**src/rtl/smb_guard_pkg.sv**
```systemverilog
package smb_guard_pkg;
  typedef enum logic {
    XF_IDLE = 1'b0,
    XF_OPEN = 1'b1
  } xfer_state_e;

  localparam int LN_SCL = 0;
  localparam int LN_SDA = 1;
  localparam int LN_NUM = 2;
endpackage

```
**src/rtl/smb_line_filter.sv**
```systemverilog
module smb_line_filter #(
  parameter int FILT_CYC = 5
) (
  input  logic clk,
  input  logic rst,
  input  logic raw_i,
  output logic clean_o
);
  localparam int CW = $clog2(FILT_CYC + 1) + 1;
  localparam logic [CW-1:0] CNT_LAST = CW'(FILT_CYC);

  logic [CW-1:0] diff_cnt;

  always_ff @(posedge clk) begin
    if (rst) begin
      clean_o  <= 1'b1;
      diff_cnt <= '0;
    end else if (raw_i != clean_o) begin
      if (diff_cnt == CNT_LAST) begin
        clean_o  <= raw_i;
        diff_cnt <= '0;
      end else begin
        diff_cnt <= diff_cnt + 1'b1;
      end
    end else begin
      diff_cnt <= '0;
    end
  end

  AST_FILT_FOLLOWS: assert property (@(posedge clk) disable iff (rst)
    (clean_o != $past(clean_o)) |-> ($past(raw_i) == clean_o));
  AST_FILT_CNT_BOUND: assert property (@(posedge clk) disable iff (rst)
    diff_cnt <= CNT_LAST);
endmodule

```
**src/rtl/smb_cond_detect.sv**
```systemverilog
module smb_cond_detect (
  input  logic clk,
  input  logic rst,
  input  logic scl_f,
  input  logic sda_f,
  output logic start_o,
  output logic stop_o
);
  logic sda_prev;

  always_ff @(posedge clk) begin
    if (rst) begin
      sda_prev <= 1'b1;
      start_o  <= 1'b0;
      stop_o   <= 1'b0;
    end else begin
      sda_prev <= sda_f;
      start_o  <= scl_f & sda_prev & ~sda_f;
      stop_o   <= scl_f & ~sda_prev & sda_f;
    end
  end

  AST_NO_BOTH_COND: assert property (@(posedge clk) disable iff (rst)
    !(start_o && stop_o));
  AST_START_SINGLE: assert property (@(posedge clk) disable iff (rst)
    start_o |=> !start_o);
  AST_STOP_SINGLE: assert property (@(posedge clk) disable iff (rst)
    stop_o |=> !stop_o);
endmodule

```
**src/rtl/smb_lowtime_timer.sv**
```systemverilog
module smb_lowtime_timer
  import smb_guard_pkg::*;
#(
  parameter int TMO_CYC = 3_000_000
) (
  input  logic clk,
  input  logic rst,
  input  logic scl_f,
  input  logic start_s,
  input  logic stop_s,
  output logic tmo_rst_o,
  output logic sda_rel_o
);
  localparam int TW = $clog2(TMO_CYC + 1);
  localparam logic [TW-1:0] CNT_LAST = TW'(TMO_CYC - 1);

  xfer_state_e   state;
  logic [TW-1:0] low_cnt;

  always_ff @(posedge clk) begin
    if (rst) begin
      state     <= XF_IDLE;
      low_cnt   <= '0;
      tmo_rst_o <= 1'b0;
      sda_rel_o <= 1'b0;
    end else begin
      tmo_rst_o <= 1'b0;
      if (start_s) begin
        state     <= XF_OPEN;
        low_cnt   <= '0;
        sda_rel_o <= 1'b0;
      end else if (stop_s) begin
        state   <= XF_IDLE;
        low_cnt <= '0;
      end else if (state == XF_OPEN) begin
        if (scl_f) begin
          low_cnt <= '0;
        end else if (low_cnt == CNT_LAST) begin
          tmo_rst_o <= 1'b1;
          sda_rel_o <= 1'b1;
          state     <= XF_IDLE;
          low_cnt   <= '0;
        end else begin
          low_cnt <= low_cnt + 1'b1;
        end
      end else begin
        low_cnt <= '0;
      end
    end
  end

  AST_CNT_BOUND: assert property (@(posedge clk) disable iff (rst)
    low_cnt <= CNT_LAST);
  AST_TMO_ONLY_OPEN: assert property (@(posedge clk) disable iff (rst)
    tmo_rst_o |-> ($past(state) == XF_OPEN));
  AST_TMO_SINGLE: assert property (@(posedge clk) disable iff (rst)
    tmo_rst_o |=> !tmo_rst_o);
  AST_REL_SET_BY_TMO: assert property (@(posedge clk) disable iff (rst)
    $rose(sda_rel_o) |-> tmo_rst_o);
  AST_REL_CLR_BY_START: assert property (@(posedge clk) disable iff (rst)
    $fell(sda_rel_o) |-> $past(start_s));
  AST_STOP_CLEARS: assert property (@(posedge clk) disable iff (rst)
    (stop_s && !start_s) |=> (low_cnt == '0));
endmodule

```
**src/rtl/smb_lowtime_guard.sv**
```systemverilog
module smb_lowtime_guard
  import smb_guard_pkg::*;
#(
  parameter int FILT_CYC = 5,
  parameter int TMO_CYC  = 3_000_000
) (
  input  logic clk,
  input  logic rst,
  input  logic scl_i,
  input  logic sda_i,
  output logic scl_f_o,
  output logic sda_f_o,
  output logic start_o,
  output logic stop_o,
  output logic tmo_rst_o,
  output logic sda_release_o
);
  logic [LN_NUM-1:0] raw_lines;
  logic [LN_NUM-1:0] clean_lines;

  assign raw_lines[LN_SCL] = scl_i;
  assign raw_lines[LN_SDA] = sda_i;

  for (genvar g = 0; g < LN_NUM; g++) begin : g_filt
    smb_line_filter #(.FILT_CYC(FILT_CYC)) u_filt (
      .clk    (clk),
      .rst    (rst),
      .raw_i  (raw_lines[g]),
      .clean_o(clean_lines[g])
    );
  end

  assign scl_f_o = clean_lines[LN_SCL];
  assign sda_f_o = clean_lines[LN_SDA];

  smb_cond_detect u_det (
    .clk    (clk),
    .rst    (rst),
    .scl_f  (clean_lines[LN_SCL]),
    .sda_f  (clean_lines[LN_SDA]),
    .start_o(start_o),
    .stop_o (stop_o)
  );

  smb_lowtime_timer #(.TMO_CYC(TMO_CYC)) u_tmr (
    .clk      (clk),
    .rst      (rst),
    .scl_f    (clean_lines[LN_SCL]),
    .start_s  (start_o),
    .stop_s   (stop_o),
    .tmo_rst_o(tmo_rst_o),
    .sda_rel_o(sda_release_o)
  );

  AST_TMO_NEEDS_LOW: assert property (@(posedge clk) disable iff (rst)
    tmo_rst_o |-> $past(!scl_f_o));
endmodule

```
**config.mk**
```make
export PLATFORM = sky130hd
export DESIGN_NAME = smb_lowtime_guard
export DESIGN_NICKNAME = d
export VERILOG_FILES = /design/src/rtl/smb_guard_pkg.sv /design/src/rtl/smb_line_filter.sv /design/src/rtl/smb_cond_detect.sv /design/src/rtl/smb_lowtime_timer.sv /design/src/rtl/smb_lowtime_guard.sv
export SDC_FILE = /design/constraint.sdc
export NUM_CORES = 1
export LEC_CHECK = 0
export BUFFER_PORTS_ARGS = -buffer_cell sky130_fd_sc_hd__buf_2
export CORE_MARGIN = 5
export CORE_UTILIZATION = 31
export DETAILED_ROUTE_END_ITERATION = 12
export GPL_ROUTABILITY_DRIVEN = 0
export GPL_TIMING_DRIVEN = 0
export MAX_ROUTING_LAYER = met4
export PLACE_DENSITY_LB_ADDON = 0.3
export SLEW_MARGIN = 20
export SYNTH_ARGS = -nofsm -noshare
export SYNTH_HDL_FRONTEND = slang
export SYNTH_HIERARCHICAL = 1
export SYNTH_SLANG_ARGS = --single-unit
```
**constraint.sdc**
```tcl
create_clock -name clk -period 2.4 [get_ports clk]
set_input_delay 0.48 -clock clk [delete_from_list [all_inputs] [get_ports clk]]
set_output_delay 0.48 -clock clk [all_outputs]
set_load 0.02 [all_outputs]
```
-- Yosys cells after proc, flatten, opt, wreduce, memory -nomap -nowiden
Cells that the tools add are included.
- muxes and demuxes: 6
- bitwise operators: 11
- reduce and logical (&&, ||, !) cells: 8
- equality and inequality tests: 5
- $add $sub $neg: 3
- operator list (kind ; count):
    $add 22x1->22 const B ; 1
    $eq 22x22->1 const B ; 1
    $add 4x1->4 const B ; 2
    $eq 4x3->1 const B ; 2
    $not 1->1 ; 7
    $mux 1 ; 6
    $reduce_or 3->1 ; 2
    $reduce_or 6->1 ; 1
    $reduce_or 5->1 ; 1
    $and 1x1->1 ; 4
    $reduce_and 2->1 ; 2
    $reduce_and 4->1 ; 1
    $ne 1x1->1 ; 2
    $reduce_or 2->1 ; 1
- output and inout port bits: 6
- input port bits: 4
- flip-flop bits (word level): 38

-- Depth between registers and ports, before layout
- depth in word-level cells: 6
- depth in mapped cells: 6
- gate-level depth less buffers: 5

-- By module
Netlist, hierarchy kept.
- by module, submodules not included (module ; cells each ; instances ; area an instance (µm²)):
    smb_lowtime_timer ; 132 ; 1 ; 1142.3
    smb_line_filter ; 21 ; 2 ; 209.0
    smb_cond_detect ; 6 ; 1 ; 91.3

-- Worst setup path before layout
No wires, ideal clock.
- path type: register to register
- start point: reg u_tmr.low_cnt[2]
- end point: reg u_tmr.low_cnt[19]
- setup time: 0.070 ns
- setup slack: 0.591 ns
- stages on the path, launching flop included: 6
- arrival: 1.740 ns
- path buffers: 1
- path through: dfxtp_1 > nand3_2 > or4_1 > buf_2 > or4_1 > a21oi_1
- word-level cells in the longest chain between the ends: 2
- elaborated cells between the ends (all ways): 3
- those cells by class: add/sub (1); eq/ne (1); reduce/logical (1)
- RTL lines (item ; line ; source):
    start, declared ; smb_lowtime_timer.sv:18 ; logic [TW-1:0] low_cnt;
    start signal, assigned ; smb_lowtime_timer.sv:44 ; low_cnt <= low_cnt + 1'b1;
    parallel branches: the longest is 2 deep, another holds $add 22x1->22 ; - ;
Several ways; the timed one is not identified.
A chain may end at the register's enable or synchronous reset.

-- Final worst setup path
Same ends and word-level chain as after synthesis.

==> out/metrics.cfg <==
[logic_synthesis]
seq_area_frac_synth_pct=46.1
synth_area_leaders=dfxtp_1 (46%), nor2_1 (5.5%), xor2_1 (4.8%)
synth_edf_count=0
ys_ff_latch=38
yosysTopAreaCellShare_pct=46.1
syn_area_um2=1650
synth_top_area_cell=dfxtp_1
postSynthNetCount=189
ys.flop_type=dfxtp_1
avgSynthCellArea_um2=9.18
async_flop_share_pct=0
synthCells=180
synth_cell_types=34
ys_warn_count=6

[worst_setup_path]
slowest_stage=or4_1
worstPathMaxFanout=8
path_common_cell=or4_1
cp.required_ps=2610
worstPathCellList=nand3_2, or4_1, buf_2, or4_1, a21oi_1
critPathLaunchType=flip-flop
arrival_ps=2170
crit_path_end_kind=flip-flop
cpPeakStageDelay_ps=520
critPathKind=flip-flop to flip-flop
r2r_slack_ps=440

[route]
routedWlPerCell_um=10.8
wl_um=2880
ant_nets=0
first_iter_violations=83
dr_total_vias=1282
firstDrtPassIters=4
via_per_inst=4.80
drc=0

[cts]
post_cts_buffers=0
numCtsBuffers=5
post_cts_resized=0
cts_tree=done
cts_sinks=38
cts_max_path_buffers=2
cts-root-buf=clkbuf_8
clkSlewWorstSetupHoldPaths_ps=70
insertion_delay_ps=280
cts.htree.levels=2
cts_hold_buf=0

[pwr]
clkPwrFrac_pct=40.2
power.density_nw_per_um2=584
p_int_mw=0.874
power_frac_seq_pct=58.2
ir_drop_uv=371
p_total_mw=1.10
power_switching_share_pct=20.2
p_leak_nw=0.616
p_comb_share_pct=1.6
p_sw_mw=0.221

[finish]
syn_to_final_growth_pct=13.6
final_cells=267
fin_util_pct=36.5
drive_gt1_share_pct=13.7
final_area_um2=1880
antennaDiodeCount=0
fin_nets=205
fill_cells=538

[sta]
timing.fmax_ghz=0.510
period_share_pct=81.7
relSlewSlack_pct=67.1
worstMarginPinSlew_ps=486
clock_skew_ps=4.12
rsz0062_at_grt=no
maxSlewViolCount=0
period_needed_ps=1960
tns_ps=0
setup_viol=0
hold_viol=0

[grt]
grt_max_degree=12
gr-total-overflow=0
track_usage_pct=9.21
antenna_found_initial=0
grt_pass1_wl_um=5200
grt_pass1_vias=1174

[place]
dp.cells=259
dpl_cell_area_um2=1780
place_hpwl_um=2040
port_buffers=9

[run_status]
outcome=finished clean

[floorplanning]
dieArea_um2=6890
core_um2=5140
io_pins=10
die_y_um=83.0
start_util_pct=32.1
rows=26
die_w_um=83.0

[job]
drv_cap=0

[worst_hold_path]
hp-class=input port to flip-flop

## power groups by stage
stage	clock (mW)	sequential, mW	combinational, mW
6_report	0.441	0.637	0.0178
5_1_grt	0.490	0.637	0.0207
4_1_cts	0.460	0.637	0.0179
3_5_place_dp	0	0.652	0.0179
3_3_place_gp	0	0.651	0.0178
2_1_floorplan	0	0.651	0.0112
## critical path, delay by kind of cell (launching register included)
kind | cells | cell delay (ps)
AOI/OAI and AO/OA | 1 | 160
DFF | 1 | 420
buffers and inverters | 1 | 180
and+or+nand+nor | 3 | 1140
## kinds of logic (layout without fill, tap and decap cells)
group                      after synthesis  count (layout)  synth area share (%)
AOI/OAI and AO/OA                       26              26                  8.86
xor gates and xnor gates                17              17                  9.02
adders and majority gates                5               5                  3.79
buffers and inverters                   11              28                  2.88
DFF                                     38              38                  46.1
and+or+nand+nor                         83              83                  29.4
## path summary, 6_finish.rpt
path / startpoint / end / cells past startpoint
setup / recovery: u_tmr/low_cnt[2] / u_tmr/low_cnt[19] / 5
hold / removal: sda_i / g_filt[1].u_filt/clean_o / 3
setup reg to reg: u_tmr/low_cnt[2] / u_tmr/low_cnt[19] / 5
hold reg to reg: u_tmr/low_cnt[0] / u_tmr/low_cnt[0] / 1
## cell type report
type,count,area [um2],area share (%)
Sequential cell,38,761,40.6
Inverter,7,26.3,1.40
Clock buffer,7,86.3,4.60
Tap cell,70,87.6,4.67
Buffer,4,21.3,1.13
Timing Repair Buffer,9,45.0,2.40
Multi-Input combinational cell,131,843,45.0
Clock inverter,1,5.00,0.267
## routing by layer
metal | part of all wire [%] | track usage, % | vias to the layer above
li1 | - | - | 677
met1 | 52 | 11.9 | 590
met2 | 44 | 13.6 | 15
met3 | 3.6 | 2.97 | 0
met4 | 0 | 3.12 | 0
met5 | 0 | - | -
## cells in the final DEF, fill, tap and decap left out, drive strengths merged, types with 8 or more instances in the layout
master	instances
a21oi	12
buf	12
clkbuf	8
dfxtp	38
nand2	9
nand3	10
nor2	24
o21ai	8
xnor2	8
xor2	9
## flip-flops by register name, indices dropped and copies added, names as in the netlist
signal                  count
u_tmr/sda_rel_o             1
u_det/sda_prev              1
g_filt.u_filt/diff_cnt      8
u_det/stop_o                1
u_tmr/state                 1
u_tmr/tmo_rst_o             1
u_det/start_o               1
g_filt.u_filt/clean_o       2
u_tmr/low_cnt              22
## synth_stat cells, types with 4 or more instances
| cell type | instances |
|---|---|
| nand4_1 | 6 |
| nand2_1 | 9 |
| xor2_1 | 9 |
| nor2_1 | 24 |
| or4_1 | 7 |
| a21oi_1 | 12 |
| ha_1 | 5 |
| o31ai_1 | 5 |
| o21ai_0 | 8 |
| or3_1 | 4 |
| xnor2_1 | 8 |
| inv_1 | 7 |
| nand3_1 | 9 |
| dfxtp_1 | 38 |
## metrics by stage
stage	hold slack, ps	setup WS, ps
after global routing	452	252
after CTS	420	447
after global placement	447	450
final	432	438
after detailed placement	456	452
after floorplan	430	591
Note: power is estimated with default switching activity, not from simulation.
